--- src/rtl/strop_pkg.sv ---
package strop_pkg;
  localparam int DW = 16;
  localparam int BW = 8;
  localparam int FW = 6;

  localparam int FL_CF = 0;
  localparam int FL_PF = 1;
  localparam int FL_AF = 2;
  localparam int FL_ZF = 3;
  localparam int FL_SF = 4;
  localparam int FL_OF = 5;

  typedef enum logic [2:0] {
    OP_MOVE  = 3'd0,
    OP_CMP   = 3'd1,
    OP_SCAN  = 3'd2,
    OP_LOAD  = 3'd3,
    OP_STORE = 3'd4
  } str_op_e;

  typedef enum logic [1:0] {
    RP_NONE = 2'd0,
    RP_ALL  = 2'd1,
    RP_EQ   = 2'd2,
    RP_NE   = 2'd3
  } rep_e;

  typedef enum logic [2:0] {
    ST_IDLE, ST_CHECK, ST_RSRC, ST_RDST, ST_WDST, ST_UPD, ST_FIN
  } seq_st_e;
endpackage

--- src/rtl/strop_idx.sv ---
module strop_idx #(
  parameter int AW = 16
) (
  input  logic [AW-1:0] cur,
  input  logic          dir,
  input  logic          wide,
  output logic [AW-1:0] nxt
);
  localparam logic [AW-1:0] STEP_B = AW'(1);
  localparam logic [AW-1:0] STEP_W = AW'(2);

  logic [AW-1:0] step;

  always_comb begin
    step = wide ? STEP_W : STEP_B;
    nxt  = dir ? (cur - step) : (cur + step);
  end
endmodule

--- src/rtl/strop_flags.sv ---
module strop_flags
  import strop_pkg::*;
(
  input  logic [DW-1:0] a,
  input  logic [DW-1:0] b,
  input  logic          wide,
  output logic [FW-1:0] fl
);
  logic [DW-1:0] diff;
  logic [DW-1:0] carry_vec;

  always_comb begin
    diff      = a - b;
    carry_vec = a ^ b ^ diff;
    fl        = '0;
    fl[FL_AF] = carry_vec[4];
    fl[FL_PF] = ~^diff[BW-1:0];
    if (wide) begin
      fl[FL_CF] = (a < b);
      fl[FL_ZF] = (diff == '0);
      fl[FL_SF] = diff[DW-1];
      fl[FL_OF] = (a[DW-1] ^ b[DW-1]) & (diff[DW-1] ^ a[DW-1]);
    end else begin
      fl[FL_CF] = (a[BW-1:0] < b[BW-1:0]);
      fl[FL_ZF] = (diff[BW-1:0] == '0);
      fl[FL_SF] = diff[BW-1];
      fl[FL_OF] = (a[BW-1] ^ b[BW-1]) & (diff[BW-1] ^ a[BW-1]);
    end
  end
endmodule

--- src/rtl/strop_xfer.sv ---
module strop_xfer
  import strop_pkg::*;
#(
  parameter int AW = 16
) (
  input  logic          clk,
  input  logic          rst_ns,
  input  logic          en,
  input  logic          we,
  input  logic          wide,
  input  logic [AW-1:0] base,
  input  logic [DW-1:0] wdata,
  output logic          mem_req,
  output logic          mem_we,
  output logic [AW-1:0] mem_addr,
  output logic [BW-1:0] mem_wdata,
  input  logic [BW-1:0] mem_rdata,
  input  logic          mem_rdy,
  output logic          fin,
  output logic [DW-1:0] rdata
);
  logic          hi_q, hi_n;
  logic [BW-1:0] lo_q, lo_n;
  logic          last;

  always_comb begin
    last      = ~wide | hi_q;
    fin       = en & mem_rdy & last;
    mem_req   = en;
    mem_we    = we;
    mem_addr  = base + {{(AW-1){1'b0}}, hi_q};
    mem_wdata = hi_q ? wdata[DW-1:BW] : wdata[BW-1:0];
    rdata     = wide ? {mem_rdata, lo_q} : {{(DW-BW){1'b0}}, mem_rdata};
    hi_n      = hi_q;
    lo_n      = lo_q;
    if (en && mem_rdy) begin
      if (last) begin
        hi_n = 1'b0;
      end else begin
        hi_n = 1'b1;
        lo_n = mem_rdata;
      end
    end
  end

  always_ff @(posedge clk or negedge rst_ns) begin
    if (!rst_ns) begin
      hi_q <= 1'b0;
      lo_q <= '0;
    end else begin
      hi_q <= hi_n;
      lo_q <= lo_n;
    end
  end

  assert_req_held_R13: assert property (@(posedge clk) disable iff (!rst_ns)
    (mem_req && !mem_rdy) |=> (mem_req && $stable(mem_addr) && $stable(mem_we) && $stable(mem_wdata)));

  assert_word_order_R7: assert property (@(posedge clk) disable iff (!rst_ns)
    (mem_req && mem_rdy && wide && !hi_q) |=> (mem_req && mem_addr == $past(mem_addr) + {{(AW-1){1'b0}}, 1'b1}));
endmodule

--- src/rtl/strop_seq.sv ---
module strop_seq
  import strop_pkg::*;
#(
  parameter int AW = 16,
  parameter int CW = 16
) (
  input  logic          clk,
  input  logic          rst_n,
  input  logic          start,
  input  logic [2:0]    op_sel,
  input  logic          wide,
  input  logic [1:0]    rep_sel,
  input  logic          dir,
  input  logic [AW-1:0] si_in,
  input  logic [AW-1:0] di_in,
  input  logic [CW-1:0] cx_in,
  input  logic [15:0]   acc_in,
  input  logic [5:0]    flags_in,
  output logic          mem_req,
  output logic          mem_we,
  output logic [AW-1:0] mem_addr,
  output logic [7:0]    mem_wdata,
  input  logic [7:0]    mem_rdata,
  input  logic          mem_rdy,
  output logic          busy,
  output logic          done,
  output logic [AW-1:0] si_out,
  output logic [AW-1:0] di_out,
  output logic [CW-1:0] cx_out,
  output logic [15:0]   acc_out,
  output logic [5:0]    flags_out
);
  localparam logic [CW-1:0] CX_ONE = CW'(1);
  localparam logic [AW-1:0] A_ONE  = AW'(1);
  localparam logic [AW-1:0] A_TWO  = AW'(2);
  localparam int            NIDX   = 2;

  logic [1:0] rs_q;
  logic       rst_ns;

  always_ff @(posedge clk or negedge rst_n) begin
    if (!rst_n) rs_q <= 2'b00;
    else        rs_q <= {rs_q[0], 1'b1};
  end
  assign rst_ns = rs_q[1];

  seq_st_e       st_q, st_n;
  str_op_e       op_q, op_n;
  rep_e          rep_q, rep_n;
  logic          wide_q, wide_n, dir_q, dir_n;
  logic [AW-1:0] si_q, si_n, di_q, di_n;
  logic [CW-1:0] cx_q, cx_n;
  logic [DW-1:0] acc_q, acc_n, opa_q, opa_n, opb_q, opb_n;
  logic [FW-1:0] flg_q, flg_n, cmp_fl;

  logic          x_en, x_we, x_fin;
  logic [AW-1:0] x_base;
  logic [DW-1:0] x_rd;
  logic          uses_src, uses_dst, is_cmp, zf_exit;

  logic [AW-1:0] idx_cur [NIDX];
  logic [AW-1:0] idx_nxt [NIDX];
  assign idx_cur[0] = si_q;
  assign idx_cur[1] = di_q;

  for (genvar g = 0; g < NIDX; g++) begin : g_step
    strop_idx #(.AW(AW)) u_step (
      .cur (idx_cur[g]),
      .dir (dir_q),
      .wide(wide_q),
      .nxt (idx_nxt[g])
    );
  end

  strop_flags u_flags (
    .a   (opa_q),
    .b   (opb_q),
    .wide(wide_q),
    .fl  (cmp_fl)
  );

  strop_xfer #(.AW(AW)) u_xfer (
    .clk      (clk),
    .rst_ns   (rst_ns),
    .en       (x_en),
    .we       (x_we),
    .wide     (wide_q),
    .base     (x_base),
    .wdata    (opa_q),
    .mem_req  (mem_req),
    .mem_we   (mem_we),
    .mem_addr (mem_addr),
    .mem_wdata(mem_wdata),
    .mem_rdata(mem_rdata),
    .mem_rdy  (mem_rdy),
    .fin      (x_fin),
    .rdata    (x_rd)
  );

  always_comb begin
    uses_src = (op_q == OP_MOVE) || (op_q == OP_CMP) || (op_q == OP_LOAD);
    uses_dst = (op_q != OP_LOAD);
    is_cmp   = (op_q == OP_CMP) || (op_q == OP_SCAN);
    zf_exit  = is_cmp && (((rep_q == RP_EQ) && !cmp_fl[FL_ZF]) ||
                          ((rep_q == RP_NE) &&  cmp_fl[FL_ZF]));
    x_en     = (st_q == ST_RSRC) || (st_q == ST_RDST) || (st_q == ST_WDST);
    x_we     = (st_q == ST_WDST);
    x_base   = (st_q == ST_RSRC) ? si_q : di_q;
    busy     = (st_q != ST_IDLE);
    done     = (st_q == ST_FIN);
  end

  always_comb begin
    st_n = st_q;   op_n = op_q;   rep_n = rep_q;
    wide_n = wide_q; dir_n = dir_q;
    si_n = si_q;   di_n = di_q;   cx_n = cx_q;
    acc_n = acc_q; flg_n = flg_q; opa_n = opa_q; opb_n = opb_q;
    unique case (st_q)
      ST_IDLE: if (start) begin
        op_n   = str_op_e'(op_sel);
        rep_n  = rep_e'(rep_sel);
        wide_n = wide;
        dir_n  = dir;
        si_n   = si_in;
        di_n   = di_in;
        cx_n   = cx_in;
        acc_n  = acc_in;
        flg_n  = flags_in;
        st_n   = ST_CHECK;
      end
      ST_CHECK: begin
        opa_n = acc_q;
        if ((rep_q != RP_NONE) && (cx_q == '0)) st_n = ST_FIN;
        else begin
          case (op_q)
            OP_MOVE, OP_CMP, OP_LOAD: st_n = ST_RSRC;
            OP_SCAN:                  st_n = ST_RDST;
            OP_STORE:                 st_n = ST_WDST;
            default:                  st_n = ST_FIN;
          endcase
        end
      end
      ST_RSRC: if (x_fin) begin
        opa_n = x_rd;
        st_n  = (op_q == OP_MOVE) ? ST_WDST : ((op_q == OP_CMP) ? ST_RDST : ST_UPD);
      end
      ST_RDST: if (x_fin) begin
        opb_n = x_rd;
        st_n  = ST_UPD;
      end
      ST_WDST: if (x_fin) st_n = ST_UPD;
      ST_UPD: begin
        if (uses_src) si_n = idx_nxt[0];
        if (uses_dst) di_n = idx_nxt[1];
        if (is_cmp)   flg_n = cmp_fl;
        if (op_q == OP_LOAD)
          acc_n = wide_q ? opa_q : {acc_q[DW-1:BW], opa_q[BW-1:0]};
        if (rep_q == RP_NONE) st_n = ST_FIN;
        else begin
          cx_n = cx_q - CX_ONE;
          st_n = zf_exit ? ST_FIN : ST_CHECK;
        end
      end
      ST_FIN:  st_n = ST_IDLE;
      default: st_n = ST_IDLE;
    endcase
  end

  always_ff @(posedge clk or negedge rst_ns) begin
    if (!rst_ns) begin
      st_q <= ST_IDLE;  op_q <= OP_MOVE; rep_q <= RP_NONE;
      wide_q <= 1'b0;   dir_q <= 1'b0;
      si_q <= '0; di_q <= '0; cx_q <= '0;
      acc_q <= '0; flg_q <= '0; opa_q <= '0; opb_q <= '0;
    end else begin
      st_q <= st_n;     op_q <= op_n;    rep_q <= rep_n;
      wide_q <= wide_n; dir_q <= dir_n;
      si_q <= si_n; di_q <= di_n; cx_q <= cx_n;
      acc_q <= acc_n; flg_q <= flg_n; opa_q <= opa_n; opb_q <= opb_n;
    end
  end

  assign si_out    = si_q;
  assign di_out    = di_q;
  assign cx_out    = cx_q;
  assign acc_out   = acc_q;
  assign flags_out = flg_q;

  assert_done_pulse_R13: assert property (@(posedge clk) disable iff (!rst_ns)
    done |=> !done);

  assert_idle_quiet_R13: assert property (@(posedge clk) disable iff (!rst_ns)
    !busy |-> !mem_req);

  assert_count_dec_R8: assert property (@(posedge clk) disable iff (!rst_ns)
    ($past(busy) && !$stable(cx_q)) |-> (cx_q == $past(cx_q) - CX_ONE));

  assert_count_kept_R12: assert property (@(posedge clk) disable iff (!rst_ns)
    (busy && rep_q == RP_NONE) |=> $stable(cx_q));

  assert_zero_entry_R11: assert property (@(posedge clk) disable iff (!rst_ns)
    (done && $past(st_q == ST_CHECK)) |->
      ($stable(si_q) && $stable(di_q) && $stable(cx_q) && $stable(acc_q)));

  assert_si_step_R1: assert property (@(posedge clk) disable iff (!rst_ns)
    ($past(busy) && !$stable(si_q)) |->
      (si_q == ($past(dir_q) ? $past(si_q) - (wide_q ? A_TWO : A_ONE)
                             : $past(si_q) + (wide_q ? A_TWO : A_ONE))));

  assert_flags_hold_R5: assert property (@(posedge clk) disable iff (!rst_ns)
    (busy && !is_cmp) |=> $stable(flg_q));
endmodule

--- config.mk ---
export PLATFORM = sky130hd
export DESIGN_NAME = strop_seq
export DESIGN_NICKNAME = d
export VERILOG_FILES = /design/src/rtl/strop_pkg.sv /design/src/rtl/strop_idx.sv /design/src/rtl/strop_flags.sv /design/src/rtl/strop_xfer.sv /design/src/rtl/strop_seq.sv
export SDC_FILE = /design/constraint.sdc
export NUM_CORES = 1
export LEC_CHECK = 0
export BUFFER_PORTS_ARGS = -buffer_cell sky130_fd_sc_hd__buf_2
export CAP_MARGIN = 20
export CORE_MARGIN = 4
export CORE_UTILIZATION = 56
export CTS_CLUSTER_DIAMETER = 50
export DETAILED_ROUTE_END_ITERATION = 7
export PLACE_DENSITY_LB_ADDON = 0.1
export RECOVER_POWER = 25
export SLEW_MARGIN = 20
export SYNTH_ARGS = -nofsm -noshare
export SYNTH_HDL_FRONTEND = slang
export SYNTH_SLANG_ARGS = --single-unit
--- constraint.sdc ---
create_clock -name clk -period 4.86 [get_ports clk]
set_input_delay 0.729 -clock clk [delete_from_list [all_inputs] [get_ports clk]]
set_output_delay 0.729 -clock clk [all_outputs]
set_load 0.005 [all_outputs]
# After elaboration in Yosys (flattened, before gate mapping)
# Cells that the tools add are included.
# Widths: inputs -> output; s select.
[word_totals]
reg_bits = 123
wordCells = 133
[classes]
add_sub_neg = 7
order_cmp = 2
eq_ne = 22
mux = 37
bitwise = 13
n_reduce_logical = 36
[ops]
columns = ["op", "count"]
rows = [
  ["$mux 16", 14],
  ["$pmux 16 s2", 5],
  ["$sub 16x16->16", 3],
  ["$add 16x16->16", 2],
  ["$logic_not 16->1", 2],
  ["$mux 3", 9],
  ["$reduce_and 3->1", 6],
  ["$add 16x1->16", 1],
  ["$lt 16x16->1", 1],
  ["$sub 16x1->16 const B", 1],
  ["$pmux 3 s5", 1],
  ["$ne 2x2->1 const B", 7],
  ["$eq 3x2->1 const B", 4],
  ["$eq 3x3->1 const B", 4],
  ["$mux 6", 2],
  ["$pmux 6 s2", 1],
  ["$xor 5x5->5", 2],
  ["$pmux 3 s3", 1],
  ["$logic_not 8->1", 1],
  ["$lt 8x8->1", 1],
  ["$mux 8", 1],
  ["$reduce_and 2->1", 4],
  ["$reduce_xnor 8->1", 1],
  ["$eq 3x1->1 const B", 2],
  ["other kinds (19)", 41],
]

# Logic depth before layout (Yosys ltp)
# Gate-level depths: netlist (run 1).
[depth]
ltp_word = 11
depth_mapped = 15
mapped_depth_nobuf = 15

# Hierarchy
# A second synthesis (run 1) with hierarchy kept.
[hier_totals]
cells_unflattened = 1052
area_unflattened_um2 = 9242.6
[modules_own_cells]
columns = ["module", "instances", "cells_per_inst", "area_each_um2", "seq_area_each_um2"]
rows = [
  ["strop_seq", 1, 611, 5766.8, 2852.7],
  ["strop_flags", 1, 152, 1072.3, 0.0],
  ["strop_xfer", 1, 96, 938.4, 225.2],
  ["strop_idx (g_step[1].u_step)", 1, 97, 742.0, 0.0],
  ["strop_idx (g_step[0].u_step)", 1, 96, 723.2, 0.0],
]

# Worst setup path after synthesis (run 1)
# Ideal clock, no wire load.
[synth_timing]
path_kind = "flip-flop to output port"
startpoint = "register st_q[2]"
endpoint = "output port mem_addr[15]"
t_arrival_ns = 3.405
t_required_ns = 4.131
slack_ns = 0.726
path_stages_with_launch = 16
n_path_buf = 4
cell_sequence = "dfrtp_1 -> clkbuf_1 -> nor3b_1 -> clkbuf_1 -> buf_1 -> clkbuf_1 -> nand2_1 -> o21ai_0 -> ha_1 -> nor2b_1 -> and3_1 -> a21boi_0 -> nand2_1 -> a21o_1 -> a21oi_1 -> xnor2_1"
[synth_via]
elab_chain_cells = 3
[synth_rtl]
columns = ["element", "line_no", "rtl"]
rows = [
  ["from (decl)", "strop_seq.sv:47", "seq_st_e st_q, st_n;"],
  ["from (signal assigned)", "strop_seq.sv:176", "st_q <= st_n; op_q <= op_n; rep_q <= rep_n;"],
  ["$eq 3x2->1", "strop_seq.sv:108", "x_base = (st_q == ST_RSRC) ? si_q : di_q;"],
  ["$mux 16", "strop_seq.sv:108", ""],
  ["$add 16x1->16", "strop_xfer.sv:31", "mem_addr = base + {{(AW-1){1'b0}}, hi_q};"],
  ["to (decl)", "strop_seq.sv:21", "output logic [AW-1:0] mem_addr,"],
]
# No other way between the ends.

# Worst setup path in the final report (run 1)
[layout_timing]
startpoint = "register st_q[0]"
endpoint = "output port mem_addr[15]"
# Same word-level chain as after synthesis.

==> run metrics, run 1 <==
Tcrit/Tclk final 0.857; Final Setup Violations 0; Critical-path top delay cell dfrtp_1; total track usage 0.289; clock-pin slew on the worst setup and hold paths 0.06 ns; mux cell area share after synthesis 0.0547; number of global-route vias before repair 8,262; final std cells w/o fill 1,483; largest family of logic cells by synthesized area compound AO/OA/AOI/OAI gates; slew margin rel. -0.893; multi-input logic area 0.00543 mm^2; largest net degree at the start of global routing 78; Seq/Total Area, Yosys 0.350; first-pass GRT wire length 41,800 um; Adder-Cell Fraction of Synth Area 0.0835; DR vias/cell 5.88; 1st-pass router iterations 5; count of pins over their slew limit 49; die height 133 um; Reg area 0.00308 mm^2; VDD IR max 0.000378 V; Yosys warning count 0; top_reg_cell synth dfrtp_1; Clock Sinks 123; GP Congestion 0.965; post-DR wirelength/cell 17.7 um; min Tclk post-route 4.16 ns; post-DP HPWL 19,300 um; share of cells above drive strength 1 0.199; Worst setup EP type output port; Rows 45; hold crit path type in2async; simple logic cell fraction of the synthesized area 0.204; Syn-to-layout area delta 19.4%; Synth Cell Area 0.00881 mm^2; Compound-Gate Fraction of Synth Area 0.218; commonest non-fill, non-tap cell in the layout buf_2; CTS tree done; unrepaired setup endpoints after global routing no; Startpoint Class flip-flop; CTS Buf Count 17; grt ovf 0; most frequent cells in the layout buf_2 (181), nand2_1 (175), dfrtp_1 (123); Pleak 4.80 nW; die area 0.0178 mm^2; initial core utilization 0.575; Cell variety after synth 60; most used cell, CP nand2_1; n_diodes 0; Crit Path Class reg2out; I/O pin cnt 187; FF+latch count, synth 123; Max Fclk 240 MHz; Post-Place Cells 1,450; Synth Net Count 1,238; initial antenna violation count 1; # fillers 1,329; drt drc 0; CP cell instances nor3b_2 -> buf_4 -> nand2_1 -> o21ai_0 -> ha_1 -> nor2b_1 -> and3_1 -> a21boi_0 -> nand2_1 -> a21o_1 -> a21oi_1 -> xnor2_1 -> buf_2; final WL 26,200 um; Avg Synthesized Cell Area 8.06 um^2; 1st-iter DRT viols 681; total power 8.58 mW; Arrival @ worst endpoint 3.43 ns; dpl ws 1.17 ns; Root Buffer clkbuf_16; endpoints failing hold 0; PD cells 816 mW/mm^2; EDFF count, synth 0; Setup WS post-layout 0.697 ns; Core Area 0.0153 mm^2; port buffer count 186; Max Cap Viol 1; CP max FO 32; clk buf depth 2; Clock Latency Late Sink 0.43 ns; cts hold-fix bufs 0; CTS resizes 0; setup bufs post-CTS 0; Die X 133 um; Mapped Cells 1,092; ys async rst share 1.00; violated checks max-capacitance violations, max-slew violations; status complete, but fails checks; vias post-DR 8,724; worst endpoint required time 4.13 ns; XOR/XNOR Fraction of Synth Area 0.0527; Post-DRT Antenna Nets 0; Setup TNS 0 ns; Crit path largest cell delay 0.50 ns; NumNets Final 1,405; Post-Route Skew 0.0130 ns; measured slew at the worst slew-check pin 2.84 ns; htree depth 4
synth_stat cells (all sizes together) (14+ instances only):
master | n | area [um^2]
clkbuf | 47 | 176
dfrtp | 123 | 3080
xor2 | 23 | 201
ha | 54 | 676
o21ai | 121 | 606
mux2i | 29 | 290
nor2b | 14 | 87.6
nor2 | 85 | 319
nor3 | 22 | 110
mux2 | 17 | 191
inv | 37 | 139
a21oi | 101 | 505
nand3 | 36 | 180
o22ai | 16 | 100
o21a | 14 | 105
nand2 | 176 | 661
xnor2 | 30 | 263
logic make-up (layout without fill, tap and decap cells):
family | after synthesis | count (layout)
xor gates and xnor gates | 53 | 53
other | 1 | 1
DFF | 123 | 123
muxes | 46 | 46
and+or+nand+nor | 398 | 398
adders and majority gates | 57 | 57
buffers and inverters | 87 | 267
AOI/OAI and AO/OA | 327 | 327
area by class of cell:
type,count,area share
multi-input cells,882,0.517
flip-flops and latches,123,0.293
inverters,37,0.0132
clock inverters,14,0.0155
repair buffers,198,0.0961
clock buffers,18,0.0408
well taps,211,0.0251
power by group:
part | internal [mW] | switching, mW
combinational | 2.25 | 2.88
clock | 0.767 | 0.518
sequential | 1.50 | 0.671
path summary, 6_finish.rpt:
path,from,end,slack (ns),cells past startpoint
max,st_q[0],mem_addr[15],0.70,13
min,rst_n,rs_q[1],0.08,1
max reg2reg,rs_q[1],si_out[11],0.87,2
min reg2reg,rs_q[0],rs_q[1],0.35,0
max in group asynchronous,rs_q[1],si_out[11],0.87,2
min in group clk,rs_q[0],rs_q[1],0.35,0
routing by layer:
metal / global-route usage / vias up / wire length, um
li1: - / 4206 / -
met1: 0.411 / 4133 / 12000
met2: 0.439 / 352 / 11600
met3: 0.0842 / 31 / 2350
met4: 0.0709 / 2 / 337
met5: 0 / - / 13
metrics by stage:
stage          area (um^2)  utilization  hold slack, ns
5_1_grt              10500        0.687          0.0716
3_5_place_dp          9920        0.648           0.341
6_report             10500        0.687          0.0754
3_3_place_gp          9910        0.647           0.340
2_1_floorplan         8810            -           0.331
4_1_cts              10500        0.687          0.0686
worst max-delay path: cells and delay by family (launching register included):
family                     cells  cell delay (ns)
DFF                            1             0.50
adders and majority gates      1             0.19
xor gates and xnor gates       1             0.12
and+or+nand+nor                5             0.96
buffers and inverters          2             0.51
AOI/OAI and AO/OA              4             0.71
registers in the layout, summed over array words and instances (netlist names), 2 cells and up:
| name | count |
|---|---|
| op_q | 3 |
| di_out | 16 |
| u_xfer.lo_q | 8 |
| cx_out | 16 |
| flags_out | 6 |
| si_out | 16 |
| rs_q | 2 |
| opb_q | 16 |
| acc_out | 16 |
| opa_q | 16 |
| st_q | 3 |
| rep_q | 2 |
(Power assumes the default switching activity.)
==> run 2: changes to the inputs <==
ABC_AREA = 1   (was default)
CORE_ASPECT_RATIO = 0.6   (was default)
==> run 2 against run 1 <==
The flow still finishes with violations (max-capacitance violations, max-slew violations). Cell count up 11%. Largest cell class unchanged. Sequential share of layout area down 0.31 points. Utilization down 0.11 points.
==> run metrics, run 2 <==
Core Area 0.0155 mm^2; Seq/Total Area, Yosys 0.343; Arrival @ worst endpoint 3.16 ns; Max Cap Viol 2; I/O pin cnt 187; min Tclk post-route 3.89 ns; final WL 27,900 um; measured slew at the worst slew-check pin 2.01 ns; CTS tree done; 1st-pass router iterations 6; EDFF count, synth 0; Worst setup EP type output port; most frequent cells in the layout nand2_1 (339), buf_2 (185), inv_1 (158); Root Buffer clkbuf_16; status complete, but fails checks; commonest non-fill, non-tap cell in the layout nand2_1; violated checks max-capacitance violations, max-slew violations; Pleak 5.48 nW; total power 8.69 mW; leading area contributor after synthesis dfrtp_1; Syn-to-layout area delta 18.4%; CP cell instances inv_2 -> nor2_4 -> inv_2 -> nor2_8 -> inv_4 -> o21ai_1 -> inv_1 -> ha_1 -> nand2_2 -> nor3_4 -> nand3b_2 -> nor2_2 -> nand2_2 -> nor3_4 -> nand2_1 -> xor2_1 -> buf_2; initial core utilization 0.579; initial antenna violation count 0; count leader, synth nand2_1; PD cells 817 mW/mm^2; Post-Route Skew 0.0117 ns; cts hold-fix bufs 0; grt ovf 0; CTS resizes 0; VDD IR max 0.000336 V; Crit path largest cell delay 0.45 ns; setup bufs post-CTS 0; Setup TNS 0 ns; Synth top area share 0.343; GP Congestion 0.954; Final Setup Violations 0; CP max FO 44; NumNets Final 1,580; number of global-route vias before repair 8,226; endpoints failing hold 0; top post-synthesis cells by count nand2_1 (339), inv_1 (158), o21ai_0 (140), dfrtp_1 (123), nor2_1 (89); Crit Path Class reg2out; Tcrit/Tclk final 0.801; n_diodes 0; htree depth 4; Max Fclk 257 MHz; share of cells above drive strength 1 0.178; Die X 171 um; Rows 35; worst endpoint required time 4.13 ns; ys async rst share 1.00; Hold WS 0.0845 ns; total track usage 0.303; crit path buf inv count 5; unrepaired setup endpoints after global routing no; worst reg2reg path endpoint di_out[12]; worst setup path start st_q[1]; Levels on crit path 17; post-DP HPWL 21,200 um; CP endpoint mem_addr[14]; Clock Latency Late Sink 0.42 ns; 1st-iter DRT viols 1,168; Yosys warning count 0; count of pins over their slew limit 79; CTS Buf Count 17; reg2reg start wide_q; vias post-DR 9,249; hold crit path type in2async; Mapped Cells 1,265; post-DR wirelength/cell 16.9 um; Synth area leaders dfrtp_1 (34%), nand2_1 (14%), o21ai_0 (7.8%); Avg Synthesized Cell Area 7.09 um^2; DR vias/cell 5.61; Cell variety after synth 51; clk buf depth 2; Startpoint Class flip-flop; Critical-path top delay cell dfrtp_1; port buffer count 186; first-pass GRT wire length 43,400 um; top_reg_cell synth dfrtp_1; r2r worst-path depth 14; clock-pin slew on the worst setup and hold paths 0.06 ns; drt drc 0; Post-DRT Antenna Nets 0; largest net degree at the start of global routing 57; Synth Net Count 1,411; reg2reg setup slack 1.47 ns; die height 106 um; CP delay by family, top simple AND/OR/NAND/NOR gates; Synth Cell Area 0.00897 mm^2; Clock Sinks 123; FF+latch count, synth 123; slew margin rel. -0.342; die area 0.0182 mm^2
[run 2: cell types whose count changed after synthesis, sizes merged, moves of 14 or more]
cell,previous run,this run
o211ai,3,31
inv,37,164
nand2,176,343
clkbuf,47,28
nor2b,14,0
mux2i,29,2
o21ai,121,158
a21oi,101,68
mux2,17,0
[run 2: kinds of logic (layout without fill, tap and decap cells)]
kind of cell,count (synthesis),count (layout),share of synthesized area
simple gates,521,521,0.245
fa+ha+maj,57,57,0.0820
buf+inv,208,390,0.0897
other cells,1,1,0.000418
mux,2,2,0.00223
xor+xnor,47,47,0.0459
flops,123,123,0.343
compound gates,306,306,0.192
[run 2: worst min path at each step]
| stage | from | end | slack, ns | cells past startpoint |
|---|---|---|---|---|
| finish | rst_n | rs_q[0] | 0.08 | 1 |
| global route | rst_n | rs_q[0] | 0.08 | 1 |
| CTS | rst_n | rs_q[0] | 0.08 | 1 |
| detailed placement | rs_q[0] | rs_q[1] | 0.34 | 0 |
| global placement | rs_q[0] | rs_q[1] | 0.33 | 0 |
| floorplan | rs_q[0] | rs_q[1] | 0.33 | 0 |
[run 2: area by class of cell]
type / count / area [um^2]
inverters: 164 / 618
multi-input cells: 934 / 5110
fillers: 1332 / 4880
repair buffers: 194 / 983
clock inverters: 15 / 155
flip-flops and latches: 123 / 3080
clock buffers: 17 / 425
well taps: 203 / 254
[run 2: worst reg2reg max path, stage by stage, from the launching register on]
cell      delay (ns)
dfrtp_1         0.90
inv_1           0.35
ha_1            0.29
inv_1           0.10
fa_1            0.22
nand3_1         0.08
nand2_1         0.07
inv_1           0.05
o21a_1          0.20
o21ai_0         0.28
a21boi_0        0.20
o21ai_0         0.23
xor2_1          0.16
nor2_1          0.05
o22ai_1         0.13
[run 2: per-stage QoR]
step                area, um^2   util  worst slack (ns)  std cells
floorplan                 8970      -              1.18       1265
finish                   10600  0.685             0.967       1650
detailed placement       10000  0.648              1.45       1618
global placement         10000  0.648              1.54       1618
CTS                      10600  0.685              1.00       1650
global route             10600  0.685             0.734       1650
[run 2: per-layer routing]
metal	share of wire	wire (um)	track usage	vias up
li1	-	-	-	4497
met1	0.49	13700	0.489	4231
met2	0.38	10600	0.388	491
met3	0.12	3340	0.0929	30
met4	0.011	302	0.0673	0
met5	0	0	0	-
[run 2: report_power, final]
group	switching [mW]	internal, mW	total (mW)	leakage [nW]
Combinational	3.31	2.04	5.35	3.73
Sequential	0.550	1.52	2.07	1.48
Clock	0.544	0.725	1.27	0.279
